### src/rtl/tfc_rx_pkg.sv
package tfc_rx_pkg;
   localparam int NUM_CH   = 5;
   localparam int SEL_W    = 3;
   localparam int NUM_FLAG = 5;

   // Word bit positions of the command flags
   localparam int BIT_SYNCH = 0;
   localparam int BIT_HDR   = 1;
   localparam int BIT_VETO  = 2;
   localparam int BIT_NZS   = 3;
   localparam int BIT_BXRST = 4;

   // Delay channel indices (configuration select values)
   typedef enum logic [SEL_W-1:0] {
      CH_SYNCH  = 3'd0,
      CH_REJECT = 3'd1,
      CH_NZS    = 3'd2,
      CH_BXRST  = 3'd3,
      CH_BXID   = 3'd4
   } chan_e;
endpackage

### src/rtl/tfc_ddr_deser.sv
module tfc_ddr_deser #(
   parameter int LANES = 12
) (
   input  logic               clk_i,
   input  logic               rst_ni,
   input  logic [LANES-1:0]   lane_i,
   output logic [2*LANES-1:0] word_o
);
   localparam int WORD_W = 2 * LANES;

   logic [LANES-1:0]  rise_q;
   logic [LANES-1:0]  fall_q;
   logic [WORD_W-1:0] merged;

   always_ff @(posedge clk_i or negedge rst_ni) begin
      if (!rst_ni) rise_q <= '0;
      else         rise_q <= lane_i;
   end

   always_ff @(negedge clk_i or negedge rst_ni) begin
      if (!rst_ni) fall_q <= '0;
      else         fall_q <= lane_i;
   end

   always_comb begin
      for (int k = 0; k < LANES; k++) begin
         merged[2*k+1] = rise_q[k];
         merged[2*k]   = fall_q[k];
      end
   end

   always_ff @(posedge clk_i or negedge rst_ni) begin
      if (!rst_ni) word_o <= '0;
      else         word_o <= merged;
   end
endmodule

### src/rtl/tfc_dly_regs.sv
module tfc_dly_regs
   import tfc_rx_pkg::*;
#(
   parameter int DLY_W = 6
) (
   input  logic                         clk_i,
   input  logic                         rst_ni,
   input  logic                         we_i,
   input  logic [SEL_W-1:0]             sel_i,
   input  logic [DLY_W-1:0]             val_i,
   output logic [NUM_CH-1:0][DLY_W-1:0] dly_o
);
   for (genvar c = 0; c < NUM_CH; c++) begin : g_reg
      always_ff @(posedge clk_i or negedge rst_ni) begin
         if (!rst_ni)
            dly_o[c] <= '0;
         else if (we_i && (sel_i == SEL_W'(c)))
            dly_o[c] <= val_i;
      end
   end
endmodule

### src/rtl/tfc_delay_line.sv
module tfc_delay_line #(
   parameter int W       = 1,
   parameter int MAX_DLY = 63,
   parameter int DLY_W   = 6
) (
   input  logic             clk_i,
   input  logic             rst_ni,
   input  logic [W-1:0]     din_i,
   input  logic [DLY_W-1:0] tap_i,
   output logic [W-1:0]     dout_o
);
   if (MAX_DLY == 0) begin : g_pass
      logic unused_tap;
      assign unused_tap = ^tap_i;
      assign dout_o     = din_i;
   end else begin : g_shift
      logic [W-1:0]     stage [1:MAX_DLY];
      logic [DLY_W-1:0] tap_c;

      always_ff @(posedge clk_i or negedge rst_ni) begin
         if (!rst_ni) begin
            for (int i = 1; i <= MAX_DLY; i++) stage[i] <= '0;
         end else begin
            stage[1] <= din_i;
            for (int i = 2; i <= MAX_DLY; i++) stage[i] <= stage[i-1];
         end
      end

      assign tap_c  = (tap_i > DLY_W'(MAX_DLY)) ? DLY_W'(MAX_DLY) : tap_i;
      assign dout_o = (tap_c == '0) ? din_i : stage[tap_c];
   end
endmodule

### src/rtl/tfc_cmd_rx.sv
module tfc_cmd_rx
   import tfc_rx_pkg::*;
#(
   parameter int LANES   = 12,
   parameter int ID_W    = 12,
   parameter int MAX_DLY = 63,
   parameter int DLY_W   = $clog2(MAX_DLY + 1)
) (
   input  logic             clk_i,
   input  logic             rst_ni,
   input  logic [LANES-1:0] lane_i,
   input  logic             cfg_we_i,
   input  logic [2:0]       cfg_sel_i,
   input  logic [DLY_W-1:0] cfg_dly_i,
   output logic             synch_o,
   output logic             reject_o,
   output logic             nzs_o,
   output logic             bxrst_o,
   output logic [ID_W-1:0]  bxid_o
);
   localparam int WORD_W = 2 * LANES;
   localparam int ID_LSB = WORD_W - ID_W;
   localparam int NFLAG  = NUM_CH - 1;

   if (ID_W < 1 || ID_LSB < NUM_FLAG) begin : g_bad_id
      $error("crossing identifier overlaps command flags");
   end
   if (MAX_DLY < 0 || (MAX_DLY + 1) > (1 << DLY_W)) begin : g_bad_dly
      $error("delay width too small for MAX_DLY");
   end
   if (SEL_W != 3) begin : g_bad_sel
      $error("select width mismatch");
   end

   logic [WORD_W-1:0]               word;
   logic [NUM_CH-1:0][DLY_W-1:0]    dly;
   logic [NFLAG-1:0]                flag_in;
   logic [NFLAG-1:0]                flag_out;

   tfc_ddr_deser #(.LANES(LANES)) u_deser (
      .clk_i  (clk_i),
      .rst_ni (rst_ni),
      .lane_i (lane_i),
      .word_o (word)
   );

   tfc_dly_regs #(.DLY_W(DLY_W)) u_regs (
      .clk_i  (clk_i),
      .rst_ni (rst_ni),
      .we_i   (cfg_we_i),
      .sel_i  (cfg_sel_i),
      .val_i  (cfg_dly_i),
      .dly_o  (dly)
   );

   always_comb begin
      flag_in[CH_SYNCH]  = word[BIT_SYNCH];
      flag_in[CH_REJECT] = word[BIT_HDR] | word[BIT_VETO];
      flag_in[CH_NZS]    = word[BIT_NZS];
      flag_in[CH_BXRST]  = word[BIT_BXRST];
   end

   if (ID_LSB > NUM_FLAG) begin : g_spare
      logic unused_spare;
      assign unused_spare = ^word[ID_LSB-1:NUM_FLAG];
   end

   for (genvar c = 0; c < NFLAG; c++) begin : g_flag
      tfc_delay_line #(.W(1), .MAX_DLY(MAX_DLY), .DLY_W(DLY_W)) u_line (
         .clk_i  (clk_i),
         .rst_ni (rst_ni),
         .din_i  (flag_in[c]),
         .tap_i  (dly[c]),
         .dout_o (flag_out[c])
      );
   end

   tfc_delay_line #(.W(ID_W), .MAX_DLY(MAX_DLY), .DLY_W(DLY_W)) u_id_line (
      .clk_i  (clk_i),
      .rst_ni (rst_ni),
      .din_i  (word[WORD_W-1:ID_LSB]),
      .tap_i  (dly[CH_BXID]),
      .dout_o (bxid_o)
   );

   assign synch_o  = flag_out[CH_SYNCH];
   assign reject_o = flag_out[CH_REJECT];
   assign nzs_o    = flag_out[CH_NZS];
   assign bxrst_o  = flag_out[CH_BXRST];
endmodule

### config.mk
export PLATFORM = sky130hd
export DESIGN_NAME = tfc_cmd_rx
export DESIGN_NICKNAME = d
export VERILOG_FILES = /design/src/rtl/tfc_rx_pkg.sv /design/src/rtl/tfc_ddr_deser.sv /design/src/rtl/tfc_dly_regs.sv /design/src/rtl/tfc_delay_line.sv /design/src/rtl/tfc_cmd_rx.sv
export SDC_FILE = /design/constraint.sdc
export NUM_CORES = 1
export LEC_CHECK = 0
export BUFFER_PORTS_ARGS = -buffer_cell sky130_fd_sc_hd__buf_4
export CORE_ASPECT_RATIO = 1.5
export CORE_MARGIN = 2
export CORE_UTILIZATION = 62
export CTS_BUF_LIST = sky130_fd_sc_hd__clkbuf_16
export DETAILED_ROUTE_END_ITERATION = 12
export GPL_ROUTABILITY_DRIVEN = 0
export PLACE_DENSITY = 0.8
export SETUP_SLACK_MARGIN = 0.3
export SLEW_MARGIN = 20
export SYNTH_ARGS = -nofsm -noshare
export SYNTH_HDL_FRONTEND = slang
export SYNTH_SLANG_ARGS = --single-unit
### constraint.sdc
create_clock -name clk_i -period 3 [get_ports clk_i]
set_clock_uncertainty 0.05 [all_clocks]
set_input_delay 0.45 -clock clk_i [delete_from_list [all_inputs] [get_ports clk_i]]
set_output_delay 0.45 -clock clk_i [all_outputs]
set_load 0.05 [all_outputs]
==> results.json, run 1 <==
{
  "power_switching_mw": 9.23,
  "combinationalPowerShare": 0.187,
  "htreeDepth": 3,
  "internal_power_mw": 25.0,
  "async_reset_ff_frac": 1.00,
  "fin_crit_sh": 1.19,
  "diodes": 0,
  "synth-edff-count": 0,
  "cts-root-buf": "clkbuf_16",
  "grt.total_usage": 0.271,
  "grt_pass1_wl_um": 122000,
  "pwr_density_cell_nw_per_um2": 818,
  "critPathKind": "flop to output port",
  "ant_nets": 0,
  "netSwitchingFraction": 0.270,
  "wl_per_cell_um": 26.5,
  "cts_buffer_depth": 3,
  "final_nets": 2067,
  "cts.sink_count": 1072,
  "worst_pin_slew_ns": 0.976,
  "hold_viol": 0,
  "netlist_area_um2": 35700,
  "netlist_instances": 1848,
  "firstDrtPassIters": 5,
  "cp.required_ns": 2.50,
  "ir_drop_mv": 0.689,
  "initialDrtViolationCount": 1351,
  "setup.worst_path.start_class": "flop",
  "drv_cap": 0,
  "hp-class": "input pin to flop",
  "failed_checks": "negative setup slack",
  "synth_ff_type": "dfrtp_1",
  "dpl.hpwl_um": 42000,
  "max_freq_mhz": 280,
  "synth-seq-area-share": 0.751,
  "power_mw": 34.2,
  "row_count": 107,
  "syn_area_per_cell_um2": 19.3,
  "dieArea_um2": 59600,
  "vias_per_cell": 6.19,
  "leakage_nw": 18.5,
  "rsz0062_at_grt": "yes",
  "io_pins": 40,
  "layout-drive-gt1-share": 0.303,
  "final_area_um2": 41800,
  "die_w_um": 200,
  "synth.distinct_cells": 51,
  "status": "complete, but fails checks",
  "grt_max_degree": 195,
  "clockPowerShare": 0.353,
  "grt-ovfl-total": 0,
  "path_max_fanout": 7,
  "pwr-share-seq": 0.460,
  "yosys_warnings": 0,
  "layout_min_cycle_time_ns": 3.58,
  "cts_tree": "done",
  "drv_slew": 0,
  "die_h_um": 298,
  "cts.clk_slew.worst_paths_ns": 0.07,
  "numCtsBuffers": 92,
  "first_global_vias": 20600,
  "setup_viol_count_final": 16,
  "synth.net_count": 1872,
  "final.setup.tns_ns": -7.12,
  "drc": 0,
  "arrival_ns": 3.08,
  "antenna_found_initial": 0,
  "relSlewSlack": 0.349,
  "core-area_um2": 56900,
  "placed_area_um2": 37500,
  "drt_wl_total_um": 76400,
  "syn_to_final_growth_pct": 17.1,
  "endpoint_kind": "output port",
  "port_buffers": 36,
  "vias": 17800,
  "insertion_delay_ns": 0.66,
  "finalWorstSetupSlack_ns": -0.577,
  "fillerInstances": 2931,
  "synth-seq-cells": 1072,
  "initial_core_util": 0.628
}
==> cells in the final DEF (no fill, tap or decap), drive strengths merged, types with 13 or more instances in the layout <==
cell / netlist / layout
dfrtp: 1063 / 1063
mux4: 225 / 225
buf: 54 / 186
mux2i: 117 / 117
clkbuf: 42 / 95
a22oi: 41 / 41
clkinv: 0 / 37
nor2: 35 / 35
a21oi: 33 / 33
inv: 8 / 32
mux2: 28 / 28
nand2: 28 / 28
nand3: 21 / 21
o21ai: 20 / 20
nor2b: 17 / 17
o22ai: 17 / 17
a211oi: 13 / 13
==> final timing paths <==
path                                                                     end  slack (ns)  cells past startpoint                         start
min in group asynchronous       g_flag[0].u_line.g_shift.stage[41]$_DFF_PN0_        0.24                      2                        rst_ni
worst max register to register                  u_deser.word_o[12]$_DFF_PN0_        0.98                      0   u_deser.fall_q[6]$_DFF_NN0_
max in group asynchronous                       u_deser.fall_q[10]$_DFF_NN0_        0.88                      2                        rst_ni
worst min-delay path                             u_regs.dly_o[2]$_DFFE_PN0P_        0.06                      3                  cfg_dly_i[2]
worst min register to register                  u_deser.word_o[15]$_DFF_PN0_        0.30                      0   u_deser.rise_q[7]$_DFF_PN0_
worst max-delay path                                              bxid_o[10]       -0.58                      9  u_regs.dly_o[24]$_DFFE_PN0P_
==> sequential cells by signal, summed over array words and instances (netlist names) <==
signal                       cells
u_deser.word_o                  17
u_deser.rise_q                   8
g_flag.u_line.g_shift.stage    252
u_regs.dly_o                    30
u_deser.fall_q                   9
u_id_line.g_shift.stage        756
==> repair_timing <==
item / in CTS / in global routing
setup buffers: 37 / 5
hold buffers: 9 / 0
hold endpoints to repair: 23 / 0
gates resized for setup: 121 / 33
setup endpoints to repair: 16 / 16
pin swaps: 36 / 29
gates cloned: 6 / 1
==> cell families (layout without fill, tap and decap cells) <==
kind of cell	count (synthesis)	in the layout	share of synthesized area
compound gates	163	163	0.0306
buf+inv	104	375	0.0149
flops	1072	1072	0.751
mux	370	370	0.184
simple gates	139	139	0.0198
==> power by group through the flow <==
stage | Clock, mW | Sequential (mW) | Combinational [mW]
floorplan | 0 | 15.6 | 3.76
global placement | 0 | 15.9 | 5.18
detailed placement | 0 | 16.0 | 5.30
CTS | 12.2 | 15.7 | 6.19
global route | 12.8 | 15.8 | 6.76
finish | 12.1 | 15.7 | 6.39
==> stage by stage <==
stage | hold slack [ns] | setup slack [ns] | cells | util
global placement | 0.283 | -0.0216 | 2654 | 0.659
global route | 0.0515 | -0.648 | 2882 | 0.735
detailed placement | 0.290 | -0.107 | 2654 | 0.659
finish | 0.0576 | -0.577 | 2882 | 0.735
CTS | 0.0178 | -0.581 | 2876 | 0.731
floorplan | 0.104 | 0.183 | 1848 | -
==> Yosys cell counts, types with 2 or more instances <==
library cell | n | area, um^2
o32ai_1 | 5 | 43.8
nor2b_1 | 17 | 106
a31oi_1 | 11 | 68.8
a2111oi_0 | 3 | 26.3
nand2b_1 | 2 | 12.5
mux2_2 | 28 | 315
mux4_2 | 224 | 5040
buf_1 | 10 | 37.5
dfrtn_1 | 9 | 225
o22ai_1 | 17 | 106
a211oi_1 | 13 | 97.6
nand2_1 | 28 | 105
dfrtp_1 | 1063 | 26600
buf_4 | 12 | 90.1
nand3_1 | 21 | 105
nor4_1 | 2 | 12.5
or4_1 | 2 | 15.0
nor2_1 | 35 | 131
clkbuf_1 | 42 | 158
o21ai_0 | 20 | 100
inv_1 | 8 | 30.0
nor3b_1 | 4 | 30.0
nand4b_1 | 2 | 17.5
a21oi_1 | 33 | 165
buf_6 | 9 | 101
o211ai_1 | 4 | 30.0
a22oi_1 | 41 | 308
nand3b_1 | 4 | 30.0
nor4b_1 | 2 | 17.5
or3_1 | 4 | 25.0
nand4_1 | 2 | 12.5
o311ai_0 | 2 | 17.5
a221o_1 | 2 | 20.0
nor3_1 | 5 | 25.0
mux2i_1 | 117 | 1170
o32a_1 | 4 | 40.0
buf_2 | 23 | 115
and2_1 | 5 | 31.3
==> per-layer routing <==
| metal | global-route usage | up-vias | part of all wire |
|---|---|---|---|
| met4 | 0.111 | 0 | 0.034 |
| met2 | 0.457 | 521 | 0.54 |
| li1 | - | 7222 | - |
| met3 | 0.0423 | 170 | 0.041 |
| met5 | 0 | - | 0 |
| met1 | 0.358 | 9936 | 0.39 |
==> cell type report <==
class / count / area, um^2 / area share
clock buffers: 94 / 2350 / 0.0563
multi-input cells: 672 / 8720 / 0.209
inverters: 8 / 30.0 / 0.000718
clock inverters: 76 / 688 / 0.0165
well taps: 763 / 955 / 0.0228
repair buffers: 197 / 2220 / 0.0531
flip-flops and latches: 1072 / 26900 / 0.642
==> worst max-delay path: stages, from the launching register on <==
cell,delay [ns]
dfrtp_4,0.46
buf_6,0.15
buf_12,0.16
buf_16,0.14
mux4_2,0.50
mux2_4,0.30
nand2_2,0.07
o21ai_2,0.06
o32a_4,0.41
buf_8,0.16
(Power assumes the default switching activity.)
==> run 2, diff against run 1 <==
- CORE_MARGIN: 2 -> 5
==> run 2 against run 1 <==
Net effect:
- the run still ends with negative setup slack left
- global-route usage decreased by 2.2 points
- sequential power is essentially flat
- critical endpoint unchanged
- die area grew 5.1%
==> results.json, run 2 (synthesis gave the netlist of run 1 again) <==
{
  "min_from": "cfg_dly_i[0]",
  "htreeDepth": 3,
  "r2r_slack_ns": 0.99,
  "dpl.hpwl_um": 41400,
  "min_path_cells": 3,
  "core-area_um2": 56900,
  "fin_crit_sh": 1.20,
  "cts.clk_slew.worst_paths_ns": 0.07,
  "max_freq_mhz": 279,
  "worst_pin_slew_ns": 0.920,
  "cp.required_ns": 2.50,
  "reg.largest.list": "u_id_line.g_shift.stage: 756 flops, g_flag.u_line.g_shift.stage: 252 flops, u_regs.dly_o: 30 flops",
  "die_w_um": 206,
  "reg2reg_depth": 0,
  "layout_common_cells": "dfrtp_1, mux4_2, buf_4",
  "path_max_fanout": 3,
  "setup_viol_count_final": 16,
  "cts.sink_count": 1072,
  "status": "complete, but fails checks",
  "ant_nets": 0,
  "power_mw": 34.0,
  "fillerInstances": 2973,
  "ir_drop_mv": 0.579,
  "dieArea_um2": 62600,
  "drt_wl_total_um": 74900,
  "failed_checks": "negative setup slack",
  "grtUsageMet2": 0.409,
  "hold_end": "u_regs.dly_o[6]$_DFFE_PN0P_",
  "met1_usage": 0.348,
  "arrival_ns": 3.09,
  "layout_min_cycle_time_ns": 3.59,
  "crit_chain": "buf_6 -> buf_12 -> mux4_2 -> mux4_2 -> o22a_1 -> o32a_4 -> buf_8",
  "grt_pass1_wl_um": 121000,
  "placed_area_um2": 37600,
  "die_h_um": 304,
  "port_buffers": 36,
  "relSlewSlack": 0.387,
  "antenna_found_initial": 0,
  "vias_per_cell": 6.19,
  "initialDrtViolationCount": 1491,
  "pwr_density_cell_nw_per_um2": 811,
  "drc": 0,
  "insertion_delay_ns": 0.64,
  "wl_per_cell_um": 26.0,
  "grt.total_usage": 0.250,
  "rsz0062_at_grt": "yes",
  "critPathSlowestCell": "dfrtp_4",
  "endpoint_kind": "output port",
  "grt-busiest-layer": "met2",
  "startpoint": "u_regs.dly_o[24]$_DFFE_PN0P_",
  "setup.worst_path.start_class": "flop",
  "first_global_vias": 20300,
  "cts_buffer_depth": 3,
  "crit_top_cell": "mux4_2",
  "cp_slowest_stage_delay_ns": 0.51,
  "final_nets": 2072,
  "diodes": 0,
  "grt-ovfl-total": 0,
  "initial_core_util": 0.628,
  "firstDrtPassIters": 7,
  "final_common_cell": "dfrtp_1",
  "layout-drive-gt1-share": 0.306,
  "final_area_um2": 41900,
  "r2r_end": "u_deser.word_o[20]$_DFF_PN0_",
  "largest_register_ffs": 756,
  "drv_cap": 0,
  "critPathKind": "flop to output port",
  "syn_to_final_growth_pct": 17.3,
  "r2r-start": "u_deser.fall_q[10]$_DFF_NN0_",
  "cts-root-buf": "clkbuf_16",
  "drv_slew": 0,
  "cts_tree": "done",
  "io_pins": 40,
  "leakage_nw": 18.5,
  "numCtsBuffers": 91,
  "hp-class": "input pin to flop",
  "grtUsageMet3": 0.0365,
  "row_count": 107,
  "grt_max_degree": 171,
  "vias": 17800,
  "finalWorstSetupSlack_ns": -0.589,
  "hold_viol": 0,
  "regMostFlops": "u_id_line.g_shift.stage"
}
[run 2: changes by cell type in the layout (fill, tap and decap cells not counted), sizes merged]
| cell | before | now |
|---|---|---|
| clkbuf | 95 | 97 |
| inv | 32 | 23 |
| bufbuf | 1 | 3 |
| bufinv | 12 | 10 |
| clkinv | 37 | 41 |
| buf | 186 | 189 |
| clkinvlp | 3 | 5 |
[run 2: how the worst max path moves through the flow]
| stage | to | slack [ns] | depth (start not counted) |
|---|---|---|---|
| floorplan | bxid_o[1] | 0.18 | 8 |
| global placement | bxid_o[4] | -0.05 | 8 |
| detailed placement | bxid_o[6] | -0.04 | 7 |
| CTS | bxid_o[0] | -0.62 | 9 |
| global route | bxid_o[6] | -0.70 | 12 |
| finish | bxid_o[10] | -0.59 | 7 |
[run 2: layout make-up]
type	count	area [um^2]	share of cell area
sequential	1072	26800	0.641
multi-input combinational	672	8780	0.210
clock buffer	95	2380	0.0568
timing repair buffer	203	2320	0.0554
tap	763	955	0.0228
clock inverter	71	576	0.0137
inverter	8	30.0	0.000717
[run 2: metal layers]
metal  up-vias  routed length, um
met2       550              39800
met4         0               2320
met3       154               3100
met5         -                  0
met1      9945              29600
li1       7200                  -
[run 2: timing repair]
item,4_1_cts,5_1_grt
setup endpoints to repair,16,16
buffers inserted,38,9
resized for setup,122,27
cloned,6,2
endpoints found under the hold margin,25,0
hold buffers,9,0
pin swaps,42,13
[run 2: worst max-delay path, delay by kind of cell, from the launching register on]
family	cells	cell delay, ns
compound gates	2	0.59
buf+inv	3	0.42
flops	1	0.51
mux	2	0.92
[run 2: metrics by stage]
stage,hold slack (ns),worst slack (ns),setup TNS (ns),cells,util
detailed placement,0.286,-0.0445,-0.174,2654,0.660
finish,0.0859,-0.589,-7.25,2884,0.736
global placement,0.282,-0.0485,-0.0936,2654,0.660
CTS,0.0503,-0.617,-7.61,2873,0.732
global route,0.0712,-0.695,-8.51,2884,0.736
floorplan,0.104,0.183,0,1848,-
[run 2: where the power goes]
part	switching [mW]	internal, mW	leakage [nW]
sequential	0.605	15.1	13.0
clock	5.24	6.59	1.49
combinational	3.26	3.17	3.99
==> run 3, diff against run 2 <==
- CORE_UTILIZATION: 62 -> 56
- PLACE_DENSITY: 0.8 -> 0.77
- SYNTH_HIERARCHICAL: default -> 1
- clock period: 3 -> 2.95 ns (I/O delays scaled with it)
==> run 3 against run 2 <==
Net effect:
- the run still ends with negative setup slack left
- critical path depth is 3 higher
- count of clock-buffer cells in the layout is 1 lower
- register-to-register slack worse by 0.07 ns
- wire length is 4.0% higher
- global-route usage is 2.2 points lower
- die area is 13% higher
- hold slack worse by 0.033 ns
- sequential power hardly changed
- cell area is 2.3% higher
- largest cell class unchanged
- synthesized cell count is 5.2% higher
- critical path type unchanged
- clock power is 3% higher
==> results.json, run 3 <==
{
  "status": "complete, but fails checks",
  "failed_checks": "negative setup slack",
  "grt_max_degree": 186,
  "core-area_um2": 64600,
  "setup.worst_path.start_class": "flop",
  "layout_min_cycle_time_ns": 3.56,
  "startpoint": "u_regs/dly_o[25]$_DFFE_PN0P_",
  "arrival_ns": 3.07,
  "cts-root-buf": "clkbuf_16",
  "syn_area_per_cell_um2": 18.8,
  "holdWs_ns": 0.0525,
  "dpl.cell_count": 2853,
  "path_max_fanout": 8,
  "fin_crit_sh": 1.21,
  "regMostFlops": "u_id_line/g_shift.stage",
  "syn_to_final_growth_pct": 17.3,
  "power_mw": 35.2,
  "finalWorstSetupSlack_ns": -0.611,
  "max_freq_mhz": 281,
  "first_global_vias": 21100,
  "cts_tree": "done",
  "htreeDepth": 3,
  "reg2reg_depth": 0,
  "endpoint": "bxid_o[3]",
  "initial_core_util": 0.565,
  "yosys_warnings": 6,
  "vias": 18400,
  "vias_per_cell": 5.95,
  "port_buffers": 36,
  "hp-class": "input pin to flop",
  "ir_drop_mv": 0.702,
  "worst_pin_slew_ns": 0.998,
  "antenna_found_initial": 2,
  "drt_wl_total_um": 77900,
  "r2r-start": "u_deser/fall_q[1]$_DFF_NN0_",
  "diodes": 0,
  "row_count": 114,
  "netlist_instances": 1944,
  "grt.total_usage": 0.228,
  "r2r_end": "u_deser/word_o[2]$_DFF_PN0_",
  "final_area_um2": 42800,
  "wl_per_cell_um": 25.1,
  "r2r_slack_ns": 0.92,
  "ant_nets": 0,
  "drc": 0,
  "dpl.hpwl_um": 44000,
  "pwr_density_cell_nw_per_um2": 821,
  "fillerInstances": 3937,
  "cp.required_ns": 2.46,
  "synth.net_count": 1968,
  "cts_buffer_depth": 3,
  "die_h_um": 323,
  "final.setup.tns_ns": -7.15,
  "setup_viol_count_final": 16,
  "netlist_area_um2": 36500,
  "cts.sink_count": 1072,
  "drv_cap": 0,
  "drv_slew": 0,
  "rsz0062_at_grt": "yes",
  "dieArea_um2": 70500,
  "critPathKind": "flop to output port",
  "placed_area_um2": 38200,
  "hold_viol": 0,
  "grt-ovfl-total": 0,
  "firstDrtPassIters": 5,
  "grt_pass1_wl_um": 125000,
  "numCtsBuffers": 94,
  "layout_common_cells": "dfrtp_1, mux4_2, buf_4",
  "cts.clk_slew.worst_paths_ns": 0.07,
  "final_nets": 2180,
  "io_pins": 40,
  "leakage_nw": 18.8,
  "endpoint_kind": "output port",
  "largest_register_ffs": 756,
  "die_w_um": 219,
  "layout-drive-gt1-share": 0.320,
  "final_common_cell": "dfrtp_1",
  "final_cells": 3100,
  "relSlewSlack": 0.335,
  "reg.largest.list": "u_id_line/g_shift.stage: 756 flops, g_flag.u_line/g_shift.stage: 252 flops, u_regs/dly_o: 30 flops",
  "initialDrtViolationCount": 1537,
  "insertion_delay_ns": 0.65
}
## run 3: worst min path at each step
stage,start,endpoint,slack (ns),depth (start not counted)
3_5_place_dp,u_deser/rise_q[6]$_DFF_PN0_,u_deser/word_o[13]$_DFF_PN0_,0.28,0
4_1_cts,cfg_dly_i[4],u_regs/dly_o[28]$_DFFE_PN0P_,0.02,2
2_1_floorplan,rst_ni,g_flag[0].u_line/g_shift.stage[0]$_DFF_PN0_,0.1,0
5_1_grt,cfg_dly_i[2],u_regs/dly_o[2]$_DFFE_PN0P_,0.04,2
6_report,cfg_dly_i[2],u_regs/dly_o[14]$_DFFE_PN0P_,0.05,2
3_3_place_gp,u_deser/rise_q[8]$_DFF_PN0_,u_deser/word_o[17]$_DFF_PN0_,0.28,0
## run 3: where the power goes
part / total, mW / internal, mW / switching (mW) / leakage [nW]
combinational: 7.03 / 3.43 / 3.60 / 4.25
clock: 12.2 / 6.79 / 5.41 / 1.54
sequential: 16.0 / 15.4 / 0.610 / 13.0
total: 35.2 / 25.6 / 9.62 / 18.8
## run 3: area by class of cell
cell class	instances	area [um^2]	share of cell area
Inverter	2	7.51	0.000175
Clock inverter	76	666	0.0155
Tap cell	870	1090	0.0254
Timing Repair Buffer	222	2570	0.0600
Clock buffer	94	2350	0.0549
Multi-Input combinational cell	764	9310	0.217
Sequential cell	1072	26800	0.627
## run 3: repair_timing
item                                    CTS  global route
hold buffers                              9             0
gates resized for setup                 113            44
pin swaps                                37            22
endpoints found under the setup margin   16            16
gates cloned                             10             1
setup buffers                            46            11
endpoints found under the hold margin    26             0
## run 3: per-stage QoR
| stage | utilization | worst slack (ns) |
|---|---|---|
| floorplan | - | 0.176 |
| global placement | 0.592 | -0.0683 |
| detailed placement | 0.592 | -0.109 |
| CTS | 0.658 | -0.600 |
| global route | 0.663 | -0.680 |
| finish | 0.663 | -0.611 |
## run 3: worst max-delay path: stages (launching register included)
cell and delay (ns):
dfrtp_4 0.50, buf_12 0.15, buf_12 0.15, buf_16 0.15, buf_12 0.15, mux4_2 0.28, nand2_1 0.09, a21oi_1 0.05
or3_1 0.36, o32a_1 0.36, buf_6 0.17
## run 3: routing by layer
layer / track usage / routed length [um]
met1: 0.300 / 30300
met2: 0.390 / 41500
met3: 0.0361 / 3470
met4: 0.0850 / 2520
met5: 0 / 0
